$ cat src/rtl/hfa_pkg.sv
package hfa_pkg;
  typedef struct packed {
    logic step;     // bit accepted this cycle
    logic syncBit;  // current bit lies in the sync word
    logic syncRef;  // expected value of the current sync bit
    logic syncEnd;  // current bit is the last sync bit
    logic lastBit;  // current bit closes the frame
    logic flagWin;  // current bit is a sync or stuff position
  } hfaStrobe_t;
endpackage

$ cat src/rtl/hfa_ctrl.sv
module hfa_ctrl
  import hfa_pkg::*;
#(
  parameter int FRAME_BITS = 4702,
  parameter int STUFF_BITS = 4,
  parameter int SYNC_BITS = 14,
  parameter logic [SYNC_BITS-1:0] SYNC_WORD = 14'h0F5A
) (
  input  logic       clk,
  input  logic       rstN,
  input  logic       bitEn,
  input  logic       active,
  input  logic       stuffReq,
  output hfaStrobe_t strb
);
  localparam int MAX_BITS = FRAME_BITS + STUFF_BITS;
  localparam int POS_W = $clog2(MAX_BITS + 1);

  logic [POS_W-1:0] pos;
  logic [SYNC_BITS-1:0] refShift;
  logic atFrame, atTail, lastBit, inSync;

  always_comb begin
    atFrame = (pos == POS_W'(FRAME_BITS));
    atTail  = (pos == POS_W'(MAX_BITS));
    lastBit = (atFrame && !stuffReq) || atTail;
    inSync  = (pos <= POS_W'(SYNC_BITS));
    strb.step    = bitEn && active;
    strb.syncBit = inSync;
    strb.syncRef = refShift[SYNC_BITS-1];
    strb.syncEnd = (pos == POS_W'(SYNC_BITS));
    strb.lastBit = lastBit;
    strb.flagWin = inSync || (pos > POS_W'(FRAME_BITS));
  end

  always_ff @(posedge clk or negedge rstN) begin
    if (!rstN) begin
      pos      <= POS_W'(1);
      refShift <= SYNC_WORD;
    end else if (!active) begin
      pos      <= POS_W'(1);
      refShift <= SYNC_WORD;
    end else if (bitEn) begin
      if (lastBit) begin
        pos      <= POS_W'(1);
        refShift <= SYNC_WORD;
      end else begin
        pos      <= pos + 1'b1;
        refShift <= {refShift[SYNC_BITS-2:0], 1'b0};
      end
    end
  end
endmodule

$ cat src/rtl/hfa_dpath.sv
module hfa_dpath
  import hfa_pkg::*;
#(
  parameter int LOSS_COUNT = 6,
  parameter int GAIN_COUNT = 2
) (
  input  logic       clk,
  input  logic       rstN,
  input  logic       active,
  input  logic       rxBit,
  input  hfaStrobe_t strb,
  output logic       dataOut,
  output logic       frameN,
  output logic       syncFlag,
  output logic       losw
);
  localparam int CNT_W = $clog2(LOSS_COUNT + GAIN_COUNT + 1);

  logic [CNT_W-1:0] missCnt, hitCnt;
  logic wordOk, okNow;

  assign okNow = wordOk && (rxBit == strb.syncRef);

  always_ff @(posedge clk or negedge rstN) begin
    if (!rstN) begin
      dataOut <= 1'b1; frameN <= 1'b1; syncFlag <= 1'b0; losw <= 1'b1;
      wordOk <= 1'b1; missCnt <= '0; hitCnt <= '0;
    end else if (!active) begin
      dataOut <= 1'b1; frameN <= 1'b1; syncFlag <= 1'b0; losw <= 1'b1;
      wordOk <= 1'b1; missCnt <= '0; hitCnt <= '0;
    end else if (strb.step) begin
      dataOut  <= rxBit;
      syncFlag <= strb.flagWin;
      frameN   <= !(strb.lastBit && !losw);
      if (strb.syncBit) begin
        if (strb.syncEnd) begin
          wordOk <= 1'b1;
          if (okNow) begin
            missCnt <= '0;
            if (hitCnt < CNT_W'(GAIN_COUNT)) hitCnt <= hitCnt + 1'b1;
            if (hitCnt >= CNT_W'(GAIN_COUNT - 1)) losw <= 1'b0;
          end else begin
            hitCnt <= '0;
            if (missCnt < CNT_W'(LOSS_COUNT)) missCnt <= missCnt + 1'b1;
            if (missCnt >= CNT_W'(LOSS_COUNT - 1)) losw <= 1'b1;
          end
        end else begin
          wordOk <= okNow;
        end
      end
    end
  end
endmodule

$ cat src/rtl/hfa_top.sv
module hfa_top
  import hfa_pkg::*;
#(
  parameter int FRAME_BITS = 4702,
  parameter int STUFF_BITS = 4,
  parameter int SYNC_BITS = 14,
  parameter logic [SYNC_BITS-1:0] SYNC_WORD = 14'h0F5A,
  parameter int LOSS_COUNT = 6,
  parameter int GAIN_COUNT = 2
) (
  input  logic clk,
  input  logic rstN,
  input  logic bitEn,
  input  logic active,
  input  logic stuffReq,
  input  logic rxBit,
  output logic dataOut,
  output logic frameN,
  output logic syncFlag,
  output logic losw
);
  hfaStrobe_t strb;

  hfa_ctrl #(
    .FRAME_BITS(FRAME_BITS), .STUFF_BITS(STUFF_BITS),
    .SYNC_BITS(SYNC_BITS), .SYNC_WORD(SYNC_WORD)
  ) ctrl_i (
    .clk(clk), .rstN(rstN), .bitEn(bitEn), .active(active),
    .stuffReq(stuffReq), .strb(strb)
  );

  hfa_dpath #(
    .LOSS_COUNT(LOSS_COUNT), .GAIN_COUNT(GAIN_COUNT)
  ) dpath_i (
    .clk(clk), .rstN(rstN), .active(active), .rxBit(rxBit), .strb(strb),
    .dataOut(dataOut), .frameN(frameN), .syncFlag(syncFlag), .losw(losw)
  );
endmodule

$ cat config.mk
export PLATFORM = sky130hd
export DESIGN_NAME = hfa_top
export DESIGN_NICKNAME = d
export VERILOG_FILES = /design/src/rtl/hfa_pkg.sv /design/src/rtl/hfa_ctrl.sv /design/src/rtl/hfa_dpath.sv /design/src/rtl/hfa_top.sv
export SDC_FILE = /design/constraint.sdc
export NUM_CORES = 1
export LEC_CHECK = 0
export CAP_MARGIN = 20
export CORE_MARGIN = 2
export CORE_UTILIZATION = 50
export CTS_BUF_LIST = sky130_fd_sc_hd__clkbuf_16
export CTS_CLUSTER_DIAMETER = 100
export DETAILED_ROUTE_END_ITERATION = 10
export PLACE_DENSITY = 0.68
export REMOVE_ABC_BUFFERS = 1
export SLEW_MARGIN = 20
export SYNTH_ARGS = -nofsm -noshare
export SYNTH_HDL_FRONTEND = slang
export SYNTH_SLANG_ARGS = --single-unit
$ cat constraint.sdc
create_clock -name clk -period 3.41 [get_ports clk]
set_input_delay 0.5115 -clock clk [delete_from_list [all_inputs] [get_ports clk]]
set_output_delay 0.5115 -clock clk [all_outputs]
set_load 0.03 [all_outputs]
Word level (Yosys, flattened, before mapping):

Index checks and enable logic that the tools add are counted.
W data, S select, Z words.

* output and inout bits: 4
* input bits: 6
* word-level logic and storage cells: 78
* register bits: 40

* $lt $le $gt $ge: 6
* reduce and logical (&&, ||, !) cells: 13
* equality and inequality tests: 12
* $add $sub $neg: 3
* multiplexer cells: 35

Operators by type and width (count)
* $mux W4: 12
* $mux W14: 3
* $mux W13: 3
* $eq A13 B13 Y1 const B: 2
* $mux W1: 17
* $add A13 B1 Y13 const B: 1
* $eq A13 B4 Y1 const B: 1
* $gt A13 B13 Y1 const B: 1
* $le A13 B4 Y1 const B: 1
* $add A4 B1 Y4 const B: 2
* $reduce_and A4 Y1: 2
* $ne A2 B1 Y1 const B: 3
* $ne A3 B1 Y1 const B: 2
* $ne A3 B3 Y1 const B: 2
* $reduce_and A5 Y1: 1
* $ge A4 B1 Y1 const B: 1
* $ge A4 B3 Y1 const B: 1
* $logic_and A1 B1 Y1: 4
* $lt A4 B2 Y1 const B: 1
* $lt A4 B3 Y1 const B: 1
* $logic_not A1 Y1: 3
* $logic_or A1 B1 Y1: 2
* $ne A2 B2 Y1 const B: 1
* $reduce_and A2 Y1: 1
* $eq A1 B1 Y1: 1

Longest topological paths before layout:

Gate-level depths: netlist of the first run.

* word-level depth: 7
* depth in mapped cells: 8
* depth with buffers taken out: 6

Hierarchy:

A second synthesis of the first run with hierarchy kept.

* cell total of the unflattened synthesis: 238
* area, all modules: 2367.3 um^2

Modules (own cells, without submodules)
* hfa_ctrl: instances 1, area an instance 1554.0 um^2, cells an instance 161, seq. area each 661.9 um^2
* hfa_dpath: instances 1, area an instance 813.3 um^2, cells an instance 77, seq. area each 330.3 um^2

Least setup slack after synthesis of the first run:

No wires, ideal clock.

* path kind: reg-to-reg
* start point: reg ctrl_i.pos[5]
* end point: reg dpath_i.losw
* required time: 3.328 ns
* data arrival time: 1.975 ns
* path slack: 1.353 ns
* buffers on the path: 1
* period minus slack after synthesis: 2.057 ns
* stages on the path, launching flop included: 6
* setup time: 0.082 ns
* path through: dfrtp_1 -> buf_6 -> or4_4 -> or3_4 -> or4_1 -> o31a_1

* word-level cells in the longest chain between the ends: 3
* elaborated cells between the ends (all ways): 5
* classes of those cells: order compare (1); eq/ne (3); reduce/logical (1)

RTL lines
* from (decl): RTL line hfa_ctrl.sv:19 `logic [POS_W-1:0] pos;`
* from (signal assigned): RTL line hfa_ctrl.sv:48 `pos <= pos + 1'b1;`
* $le A13 B4 Y1 / $eq A13 B4 Y1 (equally long branches): RTL line hfa_ctrl.sv:27, hfa_ctrl.sv:31
* $ne A2 B1 Y1 (no line)
* $reduce_and A5 Y1 (no line) *
* to (signal assigned): RTL line hfa_dpath.sv:26 `dataOut <= 1'b1; frameN <= 1'b1; syncFlag <= 1'b0; losw <= 1'b1;`
* to (signal assigned): RTL line hfa_dpath.sv:29 `dataOut <= 1'b1; frameN <= 1'b1; syncFlag <= 1'b0; losw <= 1'b1;`
* to (signal assigned): RTL line hfa_dpath.sv:41 `if (hitCnt >= CNT_W'(GAIN_COUNT - 1)) losw <= 1'b0;`
* to (decl): RTL line hfa_dpath.sv:15 `output logic losw`

Mark *: on every way between the ends. The rest lies on a longest branch, timed or not.
A chain may end at the register's enable or synchronous reset.

Worst setup path after layout of the first run:

* start point: in active
* end point: reg ctrl_i.pos[12]

* word-level cells in the longest chain between the ends: 1
* elaborated cells between the ends (all ways): 2
* classes of those cells: eq/ne (1); mux (1)

RTL lines
* from (decl): RTL line hfa_top.sv:14 `input logic active,`
* $ne A2 B2 Y1 (no line) / $mux W13 (equally long branches)

Several ways; a longest one is shown, not always the timed one.

==> impl_metrics.json, run 1 <==
{
  "wl_per_cell_um": 16.1,
  "cts_made_buffers": 5,
  "diodes": 0,
  "drc": 0,
  "p_per_area_mw_per_mm2": 451,
  "place_ws_ns": 0.845,
  "nNetsFinal": 268,
  "tightest_slew_ns": 0.859,
  "seqPwrFrac_pct": 44.7,
  "p_switching_w": 0.000268,
  "drtIter0Drc": 104,
  "ios": 10,
  "n_fill_cell": 385,
  "die_w_um": 70.8,
  "antenna_found_initial": 0,
  "synth_edf_count": 0,
  "synthCells": 247,
  "grt.total_usage_pct": 21.6,
  "cts.sinks": 39,
  "switching_share_pct": 23.4,
  "grt_max_degree": 40,
  "num_rows": 24,
  "cts.path.max_buffers": 2,
  "setup_slack_ns": 1.11,
  "critPathRequiredTime_ns": 3.61,
  "grt_pass1_vias": 1784,
  "p_leak_nw": 1.02,
  "start_util_pct": 51.6,
  "port_buffers": 9,
  "dpl.hpwl_um": 3330,
  "grt-ovfl-total": 0,
  "synth_ff_type": "dfrtp_1",
  "vias_per_cell": 6.14,
  "synth_cell_types": 51,
  "multi_input_area_mm2": 0.00113,
  "path_class": "input pin to flop",
  "rsz0062_at_grt": "false",
  "hp-class": "input pin to async pin",
  "critPathSlowestCell": "or4_1",
  "fin_worst_skew_ns": 0.00744,
  "async_reset_ff_share_pct": 100,
  "post_cts.repair.setup_buffers": 0,
  "slew_viol_final": 0,
  "synthTopCellsByArea": "dfrtp_1, dfstp_2, a21oi_1",
  "endpoint_kind": "flop",
  "status": "completed",
  "synthToLayoutAreaGrowth_pct": 13.5,
  "r2r_start": "ctrl_i.pos[0]",
  "max_stage_delay_ns": 0.61,
  "grt_pass1_wl_um": 8520,
  "pwr-share-comb_pct": 9.0,
  "cts-hold-fix-buffers": 0,
  "max_slew_margin_pct": 42.7,
  "core_mm2": 0.00432,
  "synth_common_cells": "a21oi_1, dfrtp_1, nor2_1",
  "tritoncts": "built",
  "crit_family": "simple AND/OR/NAND/NOR gates",
  "wl_um": 4950,
  "drv_cap": 0,
  "clk_latency_ns": 0.28,
  "vias": 1886,
  "placed_cells": 299,
  "max_freq_ghz": 0.434,
  "ant_nets": 0,
  "synth_area_mm2": 0.00223,
  "clk_pin_slew_ns": 0.06,
  "crit_path_start_kind": "input pin",
  "startpoint": "active",
  "die_y_um": 70.8,
  "cp.arrival_ns": 2.50,
  "crit_chain": "clkdlybuf4s50_1 -> nor2b_1 -> buf_4 -> or4_1 -> or3_1 -> a21oi_1",
  "yosysTopAreaCell": "dfrtp_1",
  "cts-root-buf": "clkbuf_16",
  "ys_ff_latch": 39,
  "drive_above_1_share_pct": 13.7,
  "power.internal_w": 0.000876,
  "synth_top_area_share_pct": 29.1,
  "gp_congestion": 0.776,
  "finalCritPeriodShare_pct": 67.5,
  "clkPwrFrac_pct": 46.3,
  "drt_pre_antenna_iters": 4,
  "path_buf_inv": 2,
  "fin_setup_tns_ns": 0,
  "worst-path-max-fanout": 12,
  "synth_seq_area_share_pct": 44.4,
  "regArea_um2": 992,
  "postSynthAreaPerCell_um2": 9.04,
  "vdd_drop_max_mv": 0.311,
  "post_cts_resized": 0,
  "period_minus_slack_ns": 2.30,
  "cts-htree-levels": 2,
  "yosysWarnings": 0,
  "die_area_mm2": 0.00502,
  "hold_viol_final": 0,
  "setup_viol": 0,
  "fin_cells": 307
}
per-stage QoR:
step	hold slack (ns)	power, W	utilization [%]	cell area (um^2)
2_1_floorplan	0.216	0.000574	-	2160
3_3_place_gp	0.494	0.000622	54.7	2370
3_5_place_dp	0.496	0.000623	54.7	2370
4_1_cts	0.375	0.00116	58.6	2530
5_1_grt	0.431	0.00120	58.6	2530
6_report	0.344	0.00114	58.6	2530
metal layers:
layer / GRT usage, % / vias to the layer above / share of wire (%)
met5: 0 / - / 0
met1: 29.3 / 913 / 47
met3: 4.27 / 4 / 3.9
met4: 8.18 / 0 / 0.59
li1: - / 925 / -
met2: 34.4 / 44 / 48
placed cells by master, fill, tap and decap left out, types with 3 or more instances in the layout:
| master | n |
|---|---|
| a21oi_1 | 26 |
| a311oi_1 | 3 |
| and2_1 | 4 |
| and3_1 | 4 |
| buf_4 | 7 |
| clkbuf_16 | 5 |
| clkdlybuf4s50_1 | 8 |
| dfrtp_1 | 26 |
| dfstp_2 | 13 |
| ha_1 | 8 |
| inv_1 | 10 |
| nand2_1 | 21 |
| nand3_1 | 6 |
| nand4_1 | 4 |
| nor2_1 | 24 |
| nor2b_1 | 3 |
| nor3_1 | 5 |
| o2111ai_1 | 3 |
| o211ai_1 | 13 |
| o21a_1 | 4 |
| o21ai_0 | 10 |
| or3_1 | 4 |
| or4_1 | 3 |
kinds of logic after synthesis:
logic type	synth area share, %
adder cells (fa/ha/maj)	4.48
flip-flops	44.4
AND/OR/NAND/NOR	20.6
buffers and inverters	5.15
XOR/XNOR	0.784
AO/OA/AOI/OAI	23.2
multiplexers	1.40
power groups by stage:
stage	combinational [W]	sequential, W	clock (W)
5_1_grt	0.000116	0.000515	0.000568
6_report	0.000103	0.000511	0.000530
4_1_cts	0.000104	0.000512	0.000541
3_5_place_dp	0.000104	0.000519	0
3_3_place_gp	0.000103	0.000519	0
2_1_floorplan	0.0000568	0.000517	0
area by class of cell:
class	instances	share of cell area, %
inverter	12	1.78
clock inverter	3	1.73
multi-input combinational	180	44.4
timing repair buffer	16	5.43
tap	52	2.57
sequential	39	39.1
clock buffer	5	4.94
worst reg2reg max path, delay by kind of cell (launching register included):
family | cells | cell delay [ns]
AND/OR/NAND/NOR | 3 | 1.18
flip-flops | 1 | 0.62
adder cells (fa/ha/maj) | 1 | 0.21
AO/OA/AOI/OAI | 1 | 0.15
flip-flops by register name, indices dropped and copies added (netlist names):
name / cells
dpath_i.wordOk: 1
ctrl_i.pos: 13
ctrl_i.refShift: 13
dpath_i.frameN: 1
dpath_i.syncFlag: 1
dpath_i.losw: 1
dpath_i.dataOut: 1
dpath_i.hitCnt: 4
dpath_i.missCnt: 4
final timing paths:
path / endpoint / slack [ns] / cells past startpoint
worst min register to register: ctrl_i.refShift[8] / 0.50 / 2
min in group clk: ctrl_i.refShift[8] / 0.50 / 2
worst max register to register: ctrl_i.pos[12] / 1.17 / 5
worst max-delay path: ctrl_i.pos[12] / 1.11 / 6
max in group asynchronous: ctrl_i.pos[5] / 2.53 / 1
worst min-delay path: dpath_i.syncFlag / 0.34 / 1
Power figures use the tool's default switching activity.
==> inputs of run 2 (changes only) <==
Settings changed: PLACE_DENSITY 0.68 to 0.71.
Clock period 3.41 ns to 2 ns, I/O delays scaled along.
==> run 2 against run 1 <==
Against the previous run:
- count of clock-buffer cells in the layout unchanged
- total power increased by 64%
- worst setup slack got worse by 1.1 ns
- cell count increased by 10%
- highest routed layer unchanged
==> impl_metrics.json, run 2 (synthesis results as in run 1) <==
{
  "vias": 2024,
  "mostFrequentLayoutCell": "buf_4",
  "path_buf_inv": 1,
  "reg2regPathDepth": 5,
  "startpoint": "ctrl_i.pos[5]",
  "die_y_um": 70.8,
  "start_util_pct": 51.6,
  "grt.total_usage_pct": 23.0,
  "worst-path-max-fanout": 3,
  "vias_per_cell": 5.99,
  "cp.arrival_ns": 2.10,
  "grt-ovfl-total": 0,
  "vdd_drop_max_mv": 0.516,
  "crit_path_start_kind": "flop",
  "r2r_slack_ns": 0.06,
  "placed_area_mm2": 0.00258,
  "cts-root-buf": "clkbuf_16",
  "dpl.hpwl_um": 3730,
  "nNetsFinal": 299,
  "crit_chain": "or4_4 -> or3_4 -> o31ai_1 -> buf_4 -> a311oi_1",
  "slew_viol_final": 0,
  "p_per_area_mw_per_mm2": 676,
  "grt_pass1_vias": 1974,
  "setup_slack_ns": 0.0572,
  "synthToLayoutAreaGrowth_pct": 24.3,
  "drc": 0,
  "core_mm2": 0.00432,
  "final_util_pct": 64.2,
  "clk_pin_slew_ns": 0.06,
  "finalCritPeriodShare_pct": 97.1,
  "cp.depth": 5,
  "diodes": 0,
  "die_w_um": 70.8,
  "antenna_found_initial": 0,
  "r2r_start": "ctrl_i.pos[5]",
  "place_ws_ns": -0.129,
  "setup_viol": 0,
  "drv_cap": 0,
  "critPathRequiredTime_ns": 2.15,
  "hp-class": "input pin to async pin",
  "wl_per_cell_um": 15.8,
  "critPathSlowestCell": "or4_4",
  "cts_made_buffers": 5,
  "cp-endpoint": "dpath_i.hitCnt[2]",
  "ant_nets": 0,
  "max_stage_delay_ns": 0.56,
  "hold_viol_final": 0,
  "drtIter0Drc": 81,
  "tightest_slew_ns": 0.493,
  "cts-htree-levels": 2,
  "fin_area_mm2": 0.00278,
  "cts-hold-fix-buffers": 0,
  "rsz0062_at_grt": "true",
  "drive_above_1_share_pct": 24.1,
  "cts.sinks": 39,
  "cts.path.max_buffers": 2,
  "regToRegEndpoint": "dpath_i.hitCnt[2]",
  "ios": 10,
  "max_freq_ghz": 0.515,
  "largestRegisters": "ctrl_i.pos x13, ctrl_i.refShift x13",
  "gp_congestion": 0.837,
  "p_leak_nw": 1.16,
  "endpoint_kind": "flop",
  "period_minus_slack_ns": 1.94,
  "fin_worst_skew_ns": 0.00334,
  "tritoncts": "built",
  "num_rows": 24,
  "grt_max_degree": 40,
  "layout_common_cells": "buf_4, a21oi_1, dfrtp_1, nor2_1, nand2_1",
  "status": "completed",
  "fin_setup_tns_ns": 0,
  "path_class": "flop to flop",
  "clk_latency_ns": 0.28,
  "crit_family": "simple AND/OR/NAND/NOR gates",
  "finalPower_w": 0.00187,
  "wl_um": 5340,
  "die_area_mm2": 0.00502,
  "port_buffers": 9,
  "grt_pass1_wl_um": 9180,
  "drt_pre_antenna_iters": 4,
  "max_slew_margin_pct": 67.1
}
run 2: cell count changes in the layout (fill, tap and decap cells not counted), sizes merged:
cell | before | now
buf | 8 | 39
clkinv | 3 | 1
clkinvlp | 0 | 2
bufinv | 1 | 0
inv | 11 | 12
run 2: what timing repair did:
| item | 4_1_cts | 5_1_grt |
|---|---|---|
| pin swaps | 3 | 3 |
| gates resized for setup | 1 | 8 |
| setup buffers | 2 | 0 |
| setup endpoints to repair | 2 | 25 |
run 2: where the power goes:
group | switching (W) | total (W) | internal [W] | leakage, nW
clock network | 0.000341 | 0.000807 | 0.000466 | 0.0664
logic | 0.000118 | 0.000201 | 0.0000832 | 0.601
registers | 0.0000293 | 0.000866 | 0.000837 | 0.493
run 2: routing by layer:
| metal | GRT usage, % | share of wire, % | vias to the layer above |
|---|---|---|---|
| met5 | 0 | 0 | - |
| met4 | 10.1 | 2.6 | 0 |
| met3 | 4.27 | 4.0 | 13 |
| li1 | - | - | 990 |
| met2 | 37.0 | 45 | 44 |
| met1 | 30.5 | 48 | 977 |
run 2: how the worst min path moves through the flow:
stage	startpoint	end	slack, ns
6_report	rstN	dpath_i.hitCnt[1]	0.06
4_1_cts	rstN	dpath_i.hitCnt[1]	0.08
2_1_floorplan	rstN	ctrl_i.pos[10]	0.004
3_5_place_dp	rstN	dpath_i.hitCnt[1]	0.38
5_1_grt	rstN	ctrl_i.pos[10]	0.11
3_3_place_gp	rstN	dpath_i.hitCnt[1]	0.39
run 2: cell type report:
| cell class | instances | area (um^2) |
|---|---|---|
| fill | 383 | 1550 |
| inverter | 12 | 45.0 |
| sequential | 39 | 992 |
| clock inverter | 3 | 23.8 |
| clock buffer | 5 | 125 |
| tap | 52 | 65.1 |
| timing repair buffer | 47 | 374 |
| multi-input combinational | 180 | 1150 |
run 2: per-stage QoR:
stage               std cells  hold slack [ns]
global placement          328            0.385
finish                    338           0.0640
CTS                       338           0.0782
detailed placement        328            0.385
global route              338            0.111
floorplan                 231          0.00441
==> inputs of run 3 (changes only) <==
Settings changed: REMOVE_ABC_BUFFERS 1 to unset.
==> run 3 against run 2 <==
Against the previous run:
- cell area shrank 3.2%
- sequential cell count unchanged
- via count shrank 2.3%
- sequential power about the same
- first-iteration DRC count grew 68%
- register-to-register slack improved by 0.04 ns
- clock skew increased by 0.0057 ns
- utilization shrank 2.1 points
- wire length down 2.1%
- worst hold slack got worse by 0.042 ns
==> impl_metrics.json, run 3 (synthesis results as in run 1) <==
{
  "p_leak_nw": 1.12,
  "mappedNetlistNets": 261,
  "fin_worst_skew_ns": 0.00909,
  "crit_path_start_kind": "flop",
  "hold_viol_final": 0,
  "drive_above_1_share_pct": 21.2,
  "gp_congestion": 0.903,
  "p_per_area_mw_per_mm2": 674,
  "period_minus_slack_ns": 1.90,
  "diodes": 0,
  "final_util_pct": 62.1,
  "start_util_pct": 51.6,
  "endpoint_kind": "flop",
  "slew_viol_final": 0,
  "regToRegEndpoint": "dpath_i.losw",
  "largestRegisters": "ctrl_i.pos x13, ctrl_i.refShift x13",
  "setup_viol": 0,
  "layout_common_cells": "buf_4, a21oi_1, dfrtp_1, nor2_1, nand2_1",
  "tritoncts": "built",
  "nNetsFinal": 291,
  "port_buffers": 9,
  "hp-class": "input pin to async pin",
  "grt_pass1_vias": 2008,
  "rsz0062_at_grt": "false",
  "grt_pass1_wl_um": 9190,
  "placed_area_mm2": 0.00254,
  "cts-root-buf": "clkbuf_16",
  "clk_latency_ns": 0.28,
  "path_class": "flop to flop",
  "cts.sinks": 39,
  "ant_nets": 0,
  "fin_area_mm2": 0.00269,
  "r2r_slack_ns": 0.1,
  "cts.path.max_buffers": 2,
  "multi_input_area_mm2": 0.00114,
  "max_freq_ghz": 0.525,
  "die_y_um": 70.8,
  "core_mm2": 0.00432,
  "vias": 1977,
  "drtIter0Drc": 136,
  "synthToLayoutAreaGrowth_pct": 20.3,
  "max_slew_margin_pct": 60.2,
  "critPathRequiredTime_ns": 2.22,
  "worst-path-max-fanout": 6,
  "mostFrequentLayoutCell": "buf_4",
  "cts-htree-levels": 2,
  "grt_max_degree": 27,
  "vias_per_cell": 5.99,
  "post_cts.repair.setup_buffers": 0,
  "ios": 10,
  "drv_cap": 0,
  "die_w_um": 70.8,
  "dpl.hpwl_um": 3730,
  "grt-ovfl-total": 0,
  "reg2regPathDepth": 4,
  "grt.total_usage_pct": 22.9,
  "tightest_slew_ns": 0.597,
  "finalPower_w": 0.00181,
  "drt_pre_antenna_iters": 4,
  "status": "completed",
  "clk_pin_slew_ns": 0.06,
  "finalCritPeriodShare_pct": 95.2,
  "vdd_drop_max_mv": 0.544,
  "r2r_start": "ctrl_i.pos[7]",
  "wl_per_cell_um": 15.8,
  "antenna_found_initial": 0,
  "wl_um": 5230,
  "cp.arrival_ns": 2.12,
  "placed_cells": 322,
  "fin_cells": 330,
  "n_fill_cell": 373,
  "die_area_mm2": 0.00502,
  "cts_made_buffers": 5,
  "num_rows": 24,
  "regArea_um2": 992,
  "drc": 0
}
run 3: cell types whose count changed in the layout (fill, tap and decap cells not counted), sizes merged:
cell and delta:
buf -8, clkinv +2, clkinvlp -2
run 3: report_power, final:
group	switching, W	total (W)	internal (W)
combinational	0.000119	0.000202	0.0000830
sequential	0.0000286	0.000867	0.000838
clock	0.000292	0.000742	0.000450
total	0.000439	0.00181	0.00137
run 3: worst max path at each step:
stage,start,end,cells after the start
after floorplan,ctrl_i.pos[7],ctrl_i.pos[4],6
after global placement,bitEn,ctrl_i.pos[12],5
after detailed placement,bitEn,ctrl_i.pos[10],5
after CTS,ctrl_i.pos[0],ctrl_i.pos[10],5
after global routing,ctrl_i.pos[4],dpath_i.hitCnt[2],5
final,ctrl_i.pos[7],dpath_i.losw,4
run 3: worst max-delay path, cell delays in order (launching register included):
cell and delay, ns:
dfrtp_1 0.38, or4_4 0.56, or3_4 0.38, or4_1 0.40, o31a_1 0.11
run 3: what timing repair did:
| item | CTS | global route |
|---|---|---|
| hold buffers | 0 | 0 |
| setup endpoints to repair | 0 | 5 |
| resized for setup | 0 | 4 |
run 3: routing by layer:
layer,up-vias,routed length [um],track usage [%]
met2,37,2600,38.6
li1,971,-,-
met4,0,88,7.97
met3,8,203,4.42
met1,961,2330,29.5
met5,-,0,0
run 3: per-stage QoR:
step	setup TNS, ns	setup WS [ns]	hold slack, ns
after floorplan	0	0.0214	0.00441
after global placement	-0.0591	-0.0335	0.348
after detailed placement	-0.179	-0.0864	0.334
after CTS	0	0.0257	0.0336
after global routing	0	0.0167	0.0719
final	0	0.0966	0.0224
run 3: final cells by class:
cell class	count	area share (%)
clock buffer	5	4.66
clock inverter	3	0.466
inverter	12	1.68
multi-input combinational	180	42.3
sequential	39	36.9
tap	52	2.42
timing repair buffer	39	11.6
